===== config.mk =====
export PLATFORM = sky130hd
export DESIGN_NAME = conv_ctrl_seq
export DESIGN_NICKNAME = d
export VERILOG_FILES = /design/src/rtl/ccs_pkg.sv /design/src/rtl/ccs_pin_qual.sv /design/src/rtl/ccs_len_timer.sv /design/src/rtl/ccs_rearm_win.sv /design/src/rtl/conv_ctrl_seq.sv
export SDC_FILE = /design/constraint.sdc
export NUM_CORES = 1
export LEC_CHECK = 0
export BUFFER_PORTS_ARGS = -buffer_cell sky130_fd_sc_hd__buf_2
export CORE_ASPECT_RATIO = 1.1
export CORE_MARGIN = 2
export CORE_UTILIZATION = 62
export CTS_CLUSTER_SIZE = 30
export DETAILED_ROUTE_END_ITERATION = 12
export GPL_TIMING_DRIVEN = 0
export PLACE_DENSITY = 0.9
export SYNTH_ARGS = -nofsm -noshare
export SYNTH_HDL_FRONTEND = slang
export SYNTH_SLANG_ARGS = --single-unit

===== constraint.sdc =====
create_clock -name clk -period 7.2 [get_ports clk]
set_clock_uncertainty 0.1 [all_clocks]
set_input_delay 0 -clock clk [delete_from_list [all_inputs] [get_ports clk]]
set_output_delay 0 -clock clk [all_outputs]
set_load 0.1 [all_outputs]

===== src/rtl/ccs_pkg.sv =====
package ccs_pkg;

    typedef enum logic [1:0] {
        ST_IDLE     = 2'd0,
        ST_RUN      = 2'd1,
        ST_ONE_MORE = 2'd2,
        ST_LAST     = 2'd3
    } seq_state_e;

endpackage


===== src/rtl/ccs_pin_qual.sv =====
module ccs_pin_qual #(
    parameter int SYNC_STAGES = 2,
    parameter int PW_MIN      = 4
) (
    input  logic clk,
    input  logic rst_n,
    input  logic pin_i,
    output logic rise_o,
    output logic fall_o
);
    localparam int CW = $clog2(PW_MIN + 1);

    logic [SYNC_STAGES-1:0] sync_q;
    logic                   synced;
    logic                   level_q;
    logic [CW-1:0]          cnt_q;
    logic                   hit;

    always_ff @(posedge clk or negedge rst_n) begin
        if (!rst_n) sync_q <= '0;
        else        sync_q <= {sync_q[SYNC_STAGES-2:0], pin_i};
    end

    assign synced = sync_q[SYNC_STAGES-1];
    assign hit    = (synced != level_q) && (cnt_q == CW'(PW_MIN - 1));
    assign rise_o = hit && synced;
    assign fall_o = hit && !synced;

    // width qualifier: a new level must persist PW_MIN cycles
    always_ff @(posedge clk or negedge rst_n) begin
        if (!rst_n) begin
            level_q <= 1'b0;
            cnt_q   <= '0;
        end else if (synced == level_q) begin
            cnt_q   <= '0;
        end else if (hit) begin
            level_q <= synced;
            cnt_q   <= '0;
        end else begin
            cnt_q   <= cnt_q + CW'(1);
        end
    end

    a_r5_qual_adopts_level: assert property (@(posedge clk) disable iff (!rst_n)
        hit |=> (level_q == $past(synced)));

endmodule


===== src/rtl/ccs_len_timer.sv =====
module ccs_len_timer #(
    parameter int LEN_W = 16
) (
    input  logic             clk,
    input  logic             rst_n,
    input  logic             load_i,
    input  logic [LEN_W-1:0] load_val_i,
    input  logic             run_i,
    output logic [LEN_W-1:0] remain_o,
    output logic             done_o
);
    logic [LEN_W-1:0] remain_q;

    always_ff @(posedge clk or negedge rst_n) begin
        if (!rst_n)                          remain_q <= '0;
        else if (load_i)                     remain_q <= load_val_i;
        else if (run_i && remain_q != '0)    remain_q <= remain_q - LEN_W'(1);
    end

    assign remain_o = remain_q;
    assign done_o   = run_i && (remain_q == '0);

    a_r2_counts_down: assert property (@(posedge clk) disable iff (!rst_n)
        (run_i && !load_i && remain_q != '0) |=> (remain_q == $past(remain_q) - LEN_W'(1)));

endmodule


===== src/rtl/ccs_rearm_win.sv =====
module ccs_rearm_win #(
    parameter int WIN = 22
) (
    input  logic clk,
    input  logic rst_n,
    input  logic fall_i,
    output logic in_win_o
);
    localparam int CW = $clog2(WIN + 1);

    logic [CW-1:0] age_q;

    always_ff @(posedge clk or negedge rst_n) begin
        if (!rst_n)                   age_q <= CW'(WIN);
        else if (fall_i)              age_q <= '0;
        else if (age_q < CW'(WIN))    age_q <= age_q + CW'(1);
    end

    assign in_win_o = age_q < CW'(WIN);

    a_r10_age_bounded: assert property (@(posedge clk) disable iff (!rst_n)
        (age_q <= CW'(WIN)));

endmodule


===== src/rtl/conv_ctrl_seq.sv =====
module conv_ctrl_seq
    import ccs_pkg::*;
#(
    parameter int LEN_W       = 16,
    parameter int SYNC_STAGES = 2,
    parameter int PW_MIN      = 4,
    parameter int STOP_SU     = 16,
    parameter int REARM_WIN   = 22,
    parameter int EARLY_LEN   = 8
) (
    input  logic             clk,
    input  logic             rst_n,
    input  logic             start_pin_i,
    input  logic             cmd_start_i,
    input  logic             cmd_stop_i,
    input  logic             pulse_mode_i,
    input  logic [LEN_W-1:0] conv_len_i,
    output logic             drdy_o,
    output logic             converting_o,
    output logic             discard_o
);
    localparam logic [LEN_W-1:0] EARLY_LOAD = LEN_W'(EARLY_LEN - 1);
    localparam logic [LEN_W-1:0] SU_COUNT   = LEN_W'(STOP_SU);

    seq_state_e       state_q, state_d, launch_state;
    logic             early_q, early_d;
    logic             pin_rise, pin_fall;
    logic             stop_ev, start_ev, early_start, in_win;
    logic             busy, tmr_done, tmr_load, fall_ev, stop_in_time;
    logic [LEN_W-1:0] remain, load_val, full_load;

    ccs_pin_qual #(.SYNC_STAGES(SYNC_STAGES), .PW_MIN(PW_MIN)) u_pin (
        .clk(clk), .rst_n(rst_n), .pin_i(start_pin_i),
        .rise_o(pin_rise), .fall_o(pin_fall)
    );

    ccs_len_timer #(.LEN_W(LEN_W)) u_timer (
        .clk(clk), .rst_n(rst_n), .load_i(tmr_load), .load_val_i(load_val),
        .run_i(busy), .remain_o(remain), .done_o(tmr_done)
    );

    ccs_rearm_win #(.WIN(REARM_WIN)) u_win (
        .clk(clk), .rst_n(rst_n), .fall_i(fall_ev), .in_win_o(in_win)
    );

    // event decoding: a stop request beats any simultaneous start
    assign stop_ev      = cmd_stop_i || (pin_fall && !pulse_mode_i);
    assign start_ev     = (cmd_start_i || pin_rise) && !stop_ev;
    assign early_start  = start_ev && in_win;
    assign busy         = (state_q != ST_IDLE);
    assign stop_in_time = (remain >= SU_COUNT);
    assign full_load    = conv_len_i - LEN_W'(1);

    always_comb begin
        if (early_start) launch_state = pulse_mode_i ? ST_ONE_MORE : ST_RUN;
        else             launch_state = pulse_mode_i ? ST_LAST     : ST_RUN;
    end

    // next-state logic
    always_comb begin
        state_d  = state_q;
        early_d  = early_q;
        tmr_load = 1'b0;
        load_val = full_load;
        fall_ev  = 1'b0;
        unique case (state_q)
            ST_IDLE: begin
                if (start_ev) begin                       // launch
                    state_d  = launch_state;
                    tmr_load = 1'b1;
                    load_val = early_start ? EARLY_LOAD : full_load;
                    early_d  = early_start;
                end
            end
            ST_RUN, ST_ONE_MORE, ST_LAST: begin
                if (start_ev) begin                       // restart
                    state_d  = launch_state;
                    tmr_load = 1'b1;
                    load_val = early_start ? EARLY_LOAD : full_load;
                    early_d  = early_start;
                end else if (tmr_done) begin
                    fall_ev = 1'b1;
                    early_d = 1'b0;
                    if (state_q == ST_LAST) begin         // retire
                        state_d = ST_IDLE;
                    end else begin                        // chain
                        tmr_load = 1'b1;
                        state_d  = (state_q == ST_ONE_MORE || stop_ev) ? ST_LAST : ST_RUN;
                    end
                end else if (stop_ev) begin
                    if (stop_in_time)           state_d = ST_LAST;     // stop-early
                    else if (state_q == ST_RUN) state_d = ST_ONE_MORE; // stop-late
                end
            end
        endcase
    end

    // state register
    always_ff @(posedge clk or negedge rst_n) begin
        if (!rst_n) begin
            state_q <= ST_IDLE;
            early_q <= 1'b0;
        end else begin
            state_q <= state_d;
            early_q <= early_d;
        end
    end

    // registered outputs
    always_ff @(posedge clk or negedge rst_n) begin
        if (!rst_n) begin
            drdy_o       <= 1'b1;
            converting_o <= 1'b0;
            discard_o    <= 1'b0;
        end else begin
            converting_o <= (state_d != ST_IDLE);
            if (fall_ev) begin
                drdy_o    <= 1'b0;
                discard_o <= early_q;
            end else if (state_d != ST_IDLE) begin
                drdy_o    <= 1'b1;
            end
        end
    end

    a_r2_drdy_high_at_launch: assert property (@(posedge clk) disable iff (!rst_n)
        $rose(converting_o) |-> drdy_o);

    a_r4_halt_with_result: assert property (@(posedge clk) disable iff (!rst_n)
        $fell(converting_o) |-> !drdy_o);

    a_r11_stop_beats_start: assert property (@(posedge clk) disable iff (!rst_n)
        (state_q == ST_IDLE && cmd_start_i && cmd_stop_i) |=> !converting_o);

    a_r12_discard_only_at_fall: assert property (@(posedge clk) disable iff (!rst_n)
        !$fell(drdy_o) |-> $stable(discard_o));

    a_r4_last_retires: assert property (@(posedge clk) disable iff (!rst_n)
        (state_q == ST_LAST && tmr_done && !cmd_start_i && !pin_rise) |=> !converting_o);

endmodule


==> metrics.txt, run 1 <==
Final Hold Viols=0; antenna-violating nets left=0; Hold Crit Class=input port to flop; die extent in x=59.68 µm; nature of the critical path startpoint=flop; CORE AREA=0.003303 mm²; top cells by count, synth=dfrtp_1 (29), nor2_1 (24), nand2_1 (19); WP data arrival=between 3 and 4 ns; Layout area overhead=14.38%; Avg WL per Cell=between 15 and 20 µm; Max Cap Viol=0; HPWL Detailed=roughly 3.3 mm; Final TNS setup=0 ns; Initial DRC Count=between 70 and 80; Core Rows=22; FMAX=around 340 MHz; top-count cell post-synth=dfrtp_1; RSZ-0062 raised after global routing=false; hold buffers post-CTS=8; Clock Tree Buf Depth=2; initial antenna violation count=0; die area=0.003894 mm²; Fillers=~280; RePlAce Congestion=0.8704; H-Tree Depth=2; total CTS buffers=5; CTS tree=yes; CP bufs+invs=3; Yosys reg bits=33; crit path kind=flop to flop; Syn Std Cell Area=around 0.0021 mm²; Nets=approximately 300; Synth top area share=0.3432; vias=1909; Crit Path Max Fanout=10; Resize count post-CTS=0; largest net degree at the start of global routing=34; Pre-antenna DRT Iters=4; power density over cell area=roughly 330 mW/mm²; final setup vio count=0; vias per cell=about 6; crit-path leading delay family=simple AND/OR/NAND/NOR gates; Initial Util=0.6402; critical path data required time=about 7.3 ns; Yosys top cell by area=dfrtp_1; Pwr Total=0.7994 mW; Primary FF master, synth=dfrtp_1; CP max-delay cell=or4_1; synth warn=0; Final Critical Period=2.952 ns; Total Routing Usage GR=0.2674; Synth Net Count=260; cell count after synthesis=around 230; worst relative slew slack=0.4440; DRC=0; Post-synth EDFFs=0; Final Slew Violations=0; Slowest Stage Delay on Critical Path=roughly 0.47 ns; # IOs=25; Least-Margin Pin Slew=0.8276 ns; critical-path cell list=or4_1 -> buf_2 -> or4_1 -> buf_2 -> nand4b_4 -> nand2_1 -> buf_4 -> o21ai_1 -> a22o_1; Setup crit end kind=flop; worst-skew pair later-pin latency=approximately 0.34 ns; syn avg cell area=9.075 µm²; share of cells above drive strength 1=0.1685; Clock Pin Slew Worst Setup and Hold Paths=roughly 0.10 ns; post-synthesis sequential area ratio=0.3929; peak supply drop=about 0.15 mV; dominant cells by area after synthesis=dfrtp_1 (34%), dfstp_2 (5.0%), a22o_1 (4.6%), xnor2_1 (4.6%), nor2_1 (4.3%); status=finished clean; port buffer count=24; ys async rst share=1.000; fin crit share=0.4100; total gr overflow=0; clk sinks=33; Synth cell types=46; postcts setup bufs=0; first-pass GRT wire length=~8.0 mm; Leak=1.041 nW; DRT Wirelength=4.782 mm; clock root cell=clkbuf_4; Antenna Cells=0; vias in the first global route=roughly 1900; die extent in y=roughly 65 µm
==> tightest hold or removal path: stages <==
cell and delay (ns):
buf_2 0.09, xor2_1 0.07, o22ai_1 0.11, a22o_1 0.14
==> report_power, final <==
group	internal, mW	switching (mW)	leakage [nW]	total [mW]
combinational	0.151	0.195	0.611	0.346
sequential	0.266	0.0739	0.398	0.340
clock	0.0482	0.0657	0.0326	0.114
==> metrics by stage <==
step	worst slack [ns]	hold WS [ns]	area [µm²]	cells	utilization
finish	4.248	0.005035	2419	309	0.7322
global route	4.138	0.007669	2419	309	0.7322
CTS	4.272	0.001047	2419	309	0.7322
detailed placement	4.281	-0.008477	2280	293	0.6902
global placement	4.308	-0.009215	2280	293	0.6902
floorplan	4.505	-0.3956	2115	233	-
==> final cells by class <==
cell class | count | area (µm²) | share of cell area
clock buffer | 8 | 58.81 | 0.02431
multi-input combinational | 184 | 1216 | 0.5028
timing repair buffer | 32 | 200.2 | 0.08277
inverter | 6 | 22.52 | 0.009312
sequential | 33 | 830.8 | 0.3435
buffer | 10 | 45.04 | 0.01862
tap | 36 | 45.04 | 0.01862
==> kinds of logic (layout without fill, tap and decap cells) <==
| kind of cell | after synthesis | count (layout) | synth area share |
|---|---|---|---|
| xor gates and xnor gates | 21 | 21 | 0.08698 |
| muxes | 5 | 5 | 0.02544 |
| AOI/OAI and AO/OA | 58 | 58 | 0.1888 |
| buffers and inverters | 16 | 56 | 0.03195 |
| and+or+nand+nor | 95 | 95 | 0.2444 |
| adders and majority gates | 5 | 5 | 0.02959 |
| DFF | 33 | 33 | 0.3929 |
==> cells in the final DEF, fill, tap and decap left out, types with 6 or more instances in the layout <==
cell | netlist | routed
clkbuf_1 | 6 | 8
o22ai_1 | 6 | 6
o21ai_1 | 9 | 9
nor3_1 | 10 | 10
o211ai_1 | 6 | 6
xor2_1 | 10 | 10
dlygate4sd3_1 | 0 | 8
a22o_1 | 11 | 11
xnor2_1 | 11 | 11
buf_2 | 3 | 27
nand2_1 | 19 | 19
a31oi_1 | 6 | 6
nor2_1 | 24 | 24
dfrtp_1 | 29 | 29
inv_1 | 6 | 6
or3_1 | 6 | 6
==> layer usage <==
metal	vias to the layer above	share of wire	global-route usage
li1	930	-	-
met5	-	0	0
met3	7	0.041	0.04134
met4	0	0.013	0.06667
met1	920	0.42	0.3048
met2	52	0.53	0.5041
==> sequential cells by signal, indices dropped and copies added, names as in the netlist, 2 cells and up <==
register	flops
state_q	2
u_pin.cnt_q	3
u_timer.remain_o	16
u_pin.sync_q	2
u_win.age_q	5
==> final timing paths <==
kind	start	to	slack (ns)	cells past startpoint
max	u_timer.remain_o[10]	u_timer.remain_o[13]	4.25	9
min	conv_len_i[9]	u_timer.remain_o[9]	0.005	4
max reg2reg	u_timer.remain_o[10]	u_timer.remain_o[13]	4.25	9
min reg2reg	u_pin.sync_q[0]	u_pin.sync_q[1]	0.25	0
max in group asynchronous	rst_n	u_win.age_q[0]	6.40	2
min in group asynchronous	rst_n	u_pin.cnt_q[0]	0.13	2
No activity file was read; power rests on OpenSTA's default activity.
==> run 2: changes to the inputs <==
Settings changed: CORE_UTILIZATION 62 to 58, PLACE_DENSITY 0.9 to 0.85.
Clock period 7.2 ns to 3.1 ns, I/O delays scaled along.
==> metrics.txt, run 2 (synthesis results as in run 1) <==
status=finished clean; Final WS setup=0.1382 ns (-4.110 ns); critical path data required time=3.15 ns (-4.18 ns); initial antenna violation count=0 (unchanged); critical-path cell list=or4_1 -> buf_2 -> or4_1 -> buf_2 -> nand4b_4 -> clkbuf_1 -> o211ai_1 -> a31oi_1; commonest non-fill, non-tap cell in the layout=dfrtp_1; total gr overflow=0 (unchanged); Max Cap Viol=0 (unchanged); Avg WL per Cell=15.22 µm (-1.6%); Nets=297 (-0.67%); Final Slew Violations=0 (unchanged); Post-DP Area=0.002297 mm² (+0.77%); Least-Margin Pin Slew=0.8458 ns (+0.01817 ns); vias in the first global route=1897 (+1.3%); DRT Wirelength=4.887 mm (+2.2%); Total Routing Usage GR=0.2741 (+0.006709); # IOs=25 (unchanged); DRC=0 (unchanged); Slowest Stage Delay on Critical Path=0.52 ns (+0.05 ns); final setup vio count=0 (unchanged); Hold EP=u_timer.remain_o[0]; Final Hold Viols=0 (unchanged); launch point of the worst reg-to-reg path=u_timer.remain_o[12]; die extent in y=67.33 µm (+3.2%); Non-Filler Instances=321 (+3.9%); Layout area overhead=17.93%; Clock Pin Slew Worst Setup and Hold Paths=0.08 ns (-0.02 ns); Antenna Cells=0 (unchanged); Core Rows=23 (+4.5%); CORE AREA=0.003568 mm² (+8.0%); Hold Crit Class=input port to flop; Pre-antenna DRT Iters=4 (unchanged); vias per cell=5.916 (-4.2%); CTS tree=yes; clock root cell=clkbuf_8; commonest non-fill, non-tap cells in the layout=dfrtp_1 (29), buf_2 (27), nor2_1 (24); CP max-delay cell=or4_1; fin crit share=0.9554 (+0.5455); Leak=1.068 nW (+2.6%); H-Tree Depth=2 (unchanged); vias=1899 (-0.52%); final instance area=0.002494 mm² (+3.1%); Worst R2R Setup Slack=0.14 ns (-4.11 ns); peak supply drop=0.3470 mV (+130%); reg2reg end=u_timer.remain_o[6]; port buffer count=24 (unchanged); Final Critical Period=2.962 ns (+0.01016 ns); die extent in x=61.57 µm (+3.2%); Hold Startpoint=conv_len_i[0]; nature of the critical path startpoint=flop; Crit Path Max Fanout=10 (unchanged); Post-Place Cells=307 (+4.8%); Hold Path Depth=4 (unchanged); clk sinks=33 (unchanged); max reg flops=16 (unchanged); R2R depth=8 (-1); largest net degree at the start of global routing=34 (unchanged); Initial Util=0.5926 (-0.04758); worst relative slew slack=0.4318 (-0.01221); antenna-violating nets left=0 (unchanged); RePlAce Congestion=0.8975 (+3.1%); share of cells above drive strength 1=0.1808 (+0.01231); crit path kind=flop to flop; worst-skew pair later-pin latency=0.29 ns (-0.05 ns); power density over cell area=829.9 mW/mm² (+150%); total CTS buffers=5 (unchanged); DP Worst Slack=0.1798 ns (-4.101 ns); die area=0.004145 mm² (+6.4%); HPWL Detailed=3.450 mm (+3.5%); Initial DRC Count=98 (+26%); FMAX=337.6 MHz (-0.34%); Clock Tree Buf Depth=2 (unchanged); first-pass GRT wire length=8.328 mm (+4.2%); Setup crit end kind=flop; WP data arrival=3.01 ns (-0.08 ns)
==> run 2: cell count changes in the layout (fill, tap and decap cells not counted), sizes merged <==
cell,change
bufinv,+2
clkbuf,-3
clkinv,+1
dlygate4sd3,-2
==> run 2: area by class of cell <==
cell class | count | area, µm²
plain buffers | 10 | 45.04
clock buffers | 5 | 68.82
inverters | 6 | 22.52
clock inverters | 3 | 65.06
repair buffers | 30 | 180.2
fillers | 301 | 1075
flip-flops and latches | 33 | 830.8
well taps | 50 | 62.56
multi-input cells | 184 | 1219
==> run 2: per-stage QoR <==
| stage | utilization | hold slack (ns) | power [mW] | setup TNS (ns) |
|---|---|---|---|---|
| final | 0.6988 | 0.02030 | 2.069 | 0 |
| after global routing | 0.6988 | 0.06381 | 2.225 | -0.001740 |
| after CTS | 0.6981 | 0.02867 | 2.067 | 0 |
| after detailed placement | 0.6438 | -0.001407 | 1.568 | 0 |
| after global placement | 0.6438 | -0.009151 | 1.541 | 0 |
| after floorplan | - | -0.3956 | 1.382 | 0 |
==> run 2: critical path: cells and delay by family (launching register included) <==
| family | cells | cell delay (ns) |
|---|---|---|
| AND/OR/NAND/NOR | 3 | 1.25 |
| buffers and inverters | 3 | 0.64 |
| AO/OA/AOI/OAI | 2 | 0.42 |
| flip-flops | 1 | 0.38 |
==> run 2: what timing repair did <==
| item | CTS | global route |
|---|---|---|
| buffers inserted | 0 | 0 |
| gates resized for setup | 0 | 1 |
| setup endpoints to repair | 0 | 3 |
| hold buffers | 6 | 0 |
| hold endpoints to repair | 35 | 0 |
==> run 2: where the power goes <==
part	leakage, nW	internal, mW	switching (mW)
Clock	0.0681	0.319	0.171
Sequential	0.398	0.619	0.167
Combinational	0.602	0.347	0.447
==> run 2: per-layer routing <==
metal | global-route usage | part of all wire | up-vias
met5 | 0 | 0 | -
met4 | 0.1090 | 0.015 | 0
met3 | 0.06897 | 0.052 | 8
met2 | 0.4526 | 0.49 | 67
met1 | 0.3378 | 0.44 | 892
li1 | - | - | 932
==> run 2: how the worst max path moves through the flow <==
stage          cells after the start                 start                    to  slack [ns]
2_1_floorplan                      7   u_timer.remain_o[5]   u_timer.remain_o[8]        0.41
3_3_place_gp                       9  u_timer.remain_o[12]  u_timer.remain_o[13]        0.21
3_5_place_dp                       9  u_timer.remain_o[12]  u_timer.remain_o[11]        0.18
4_1_cts                            9  u_timer.remain_o[12]  u_timer.remain_o[13]        0.14
5_1_grt                            9  u_timer.remain_o[12]   u_timer.remain_o[5]      -0.002
6_report                           8  u_timer.remain_o[12]   u_timer.remain_o[6]        0.14
==> run 3: changes to the inputs <==
Settings changed: CORE_UTILIZATION 58 to 25, CTS_CLUSTER_DIAMETER set to 80, PLACE_DENSITY 0.85 to 0.47.
==> metrics.txt, run 3 (synthesis results as in run 1) <==
status=finished clean; vias in the first global route=1789 (-5.7%); crit-path leading delay family=simple AND/OR/NAND/NOR gates; Final Critical Period=2.928 ns (-0.03342 ns); antenna-violating nets left=0 (unchanged); commonest non-fill, non-tap cells in the layout=dfrtp_1 (29), buf_2 (27), nor2_1 (24); die extent in x=91.69 µm (+49%); Hold Crit Class=input port to flop; vias=1852 (-2.5%); switch share=0.4095 (+0.03044); RePlAce Congestion=0.7990 (-11%); share of cells above drive strength 1=0.1828 (+0.002024); Slowest Stage Delay on Critical Path=0.60 ns (+0.08 ns); final instance area=0.002490 mm² (-0.15%); commonest non-fill, non-tap cell in the layout=dfrtp_1; Least-Margin Pin Slew=0.9100 ns (+0.06417 ns); die area=0.009211 mm² (+120%); Nets=294 (-1.0%); Setup crit end kind=flop; fin crit share=0.9447 (-0.01078); switching power=0.7762 mW (-1.0%); Max Cap Viol=0 (unchanged); Hold EP=u_timer.remain_o[5]; Initial Util=0.2555 (-0.3371); CTS tree=yes; Worst Setup SP=u_timer.remain_o[5]; Pre-antenna DRT Iters=4 (unchanged); critical path data required time=3.18 ns (+0.03 ns); Initial DRC Count=92 (-6.1%); met3 Usage GRT=0.02393 (-0.04503); vias per cell=4.887 (-17%); Crit Path Max Fanout=10 (unchanged); FMAX=341.5 MHz (+1.1%); final setup vio count=0 (unchanged); DRT Wirelength=5.055 mm (+3.4%); Multi-input gate area=0.001219 mm² (unchanged); DRC=0 (unchanged); die extent in y=100.5 µm (+49%); Antenna Cells=0 (unchanged); Pint=1.119 mW (-13%); Final Hold Viols=0 (unchanged); Comb pwr share=0.417 (+0.034); R2R depth=7 (-1); WP data arrival=3.01 ns (about the same); Clock Tree Buf Depth=2 (unchanged); Worst R2R Setup Slack=0.17 ns (+0.03 ns); clock root cell=clkbuf_8; launch point of the worst reg-to-reg path=u_timer.remain_o[5]; Seq pwr share=0.415 (+0.035); Layout area overhead=17.75%; Leak=1.035 nW (-3.1%); Hold Startpoint=conv_len_i[5]; reg2reg end=u_timer.remain_o[13]; CP max-delay cell=or4_4; worst relative slew slack=0.3887 (-0.04311); Sequential cell area=830.8 µm² (unchanged); largest net degree at the start of global routing=34 (unchanged); H-Tree Depth=2 (unchanged); Hold Path Depth=4 (unchanged); Avg WL per Cell=13.34 µm (-12%); CP bufs+invs=2 (-1); Core Rows=35 (+52%); met2 usage=0.1850 (-0.2677); CORE AREA=0.008277 mm² (+130%); Final Slew Violations=0 (unchanged); max reg flops=16 (unchanged); postcts setup bufs=0 (unchanged); Top Usage Layer GRT=met2; Post-DP Area=0.002374 mm² (+3.3%); clk sinks=33 (unchanged); Non-Filler Instances=379 (+18%); Post-Place Cells=368 (+20%); Fillers=884 (+190%); first-pass GRT wire length=8.687 mm (+4.3%); Clk pwr share=0.167 (-0.070); port buffer count=24 (unchanged); # IOs=25 (unchanged); nature of the critical path startpoint=flop; total gr overflow=0 (unchanged); met1 usage=0.1678 (-0.1699); HPWL Detailed=3.767 mm (+9.2%); Clock Pin Slew Worst Setup and Hold Paths=0.07 ns (about the same); crit path kind=flop to flop; critical-path cell list=or4_4 -> or4_1 -> buf_2 -> o22ai_1 -> nand2_1 -> buf_1 -> a22o_1; initial antenna violation count=0 (unchanged); peak supply drop=0.2105 mV (-39%); worst-skew pair later-pin latency=0.28 ns (about the same); Total Routing Usage GR=0.1188 (-0.1553); power density over cell area=761.3 mW/mm² (-8.3%); total CTS buffers=5 (unchanged); Util after Layout=0.3008 (-0.3980)
[run 3: cell type report]
type                       count  share of cell area
multi-input combinational    184              0.4894
sequential                    33              0.3337
timing repair buffer          27             0.06030
tap                          111             0.05578
clock buffer                   6             0.02915
buffer                        10             0.01859
inverter                       6            0.009045
clock inverter                 2            0.004020
[run 3: layer usage]
metal,wire [µm],share of wire,vias to the layer above
li1,-,-,924
met5,0,0,-
met1,2470,0.49,870
met4,49,0.0097,0
met2,2205,0.44,54
met3,329,0.065,4
[run 3: what timing repair did]
action / in CTS / in global routing
gates resized for setup: 0 / 4
endpoints found under the hold margin: 32 / 0
endpoints found under the setup margin: 0 / 7
hold buffers: 3 / 0
[run 3: worst max-delay path by stage]
| stage | to | slack, ns | cells after the start |
|---|---|---|---|
| 2_1_floorplan | u_timer.remain_o[8] | 0.41 | 7 |
| 3_3_place_gp | u_timer.remain_o[13] | 0.13 | 8 |
| 3_5_place_dp | u_timer.remain_o[15] | 0.11 | 8 |
| 4_1_cts | u_timer.remain_o[15] | 0.1 | 8 |
| 5_1_grt | u_timer.remain_o[15] | -0.003 | 8 |
| 6_report | u_timer.remain_o[13] | 0.17 | 7 |
[run 3: through the flow]
step	TNS, ns	power, mW	setup slack [ns]	hold slack (ns)
detailed placement	0	1.584	0.1069	0.01253
CTS	0	1.914	0.09716	0.005280
floorplan	0	1.382	0.4055	-0.3956
global placement	0	1.582	0.1280	0.01611
finish	0	1.896	0.1716	0.002886
global route	-0.003473	2.070	-0.003473	0.03493
[run 3: worst reg2reg max path, cell delays in order, from the launching register on]
cell and delay, ns:
dfrtp_1 0.43, or4_4 0.60, or4_1 0.55, buf_2 0.19, o22ai_1 0.18, nand2_1 0.18, buf_1 0.32, a22o_1 0.28
[run 3: power groups by stage]
stage	logic, mW	clock network (mW)	registers (mW)
2_1_floorplan	0.580	0	0.802
3_3_place_gp	0.790	0	0.791
3_5_place_dp	0.794	0	0.789
4_1_cts	0.799	0.328	0.787
5_1_grt	0.903	0.347	0.821
6_report	0.791	0.317	0.787
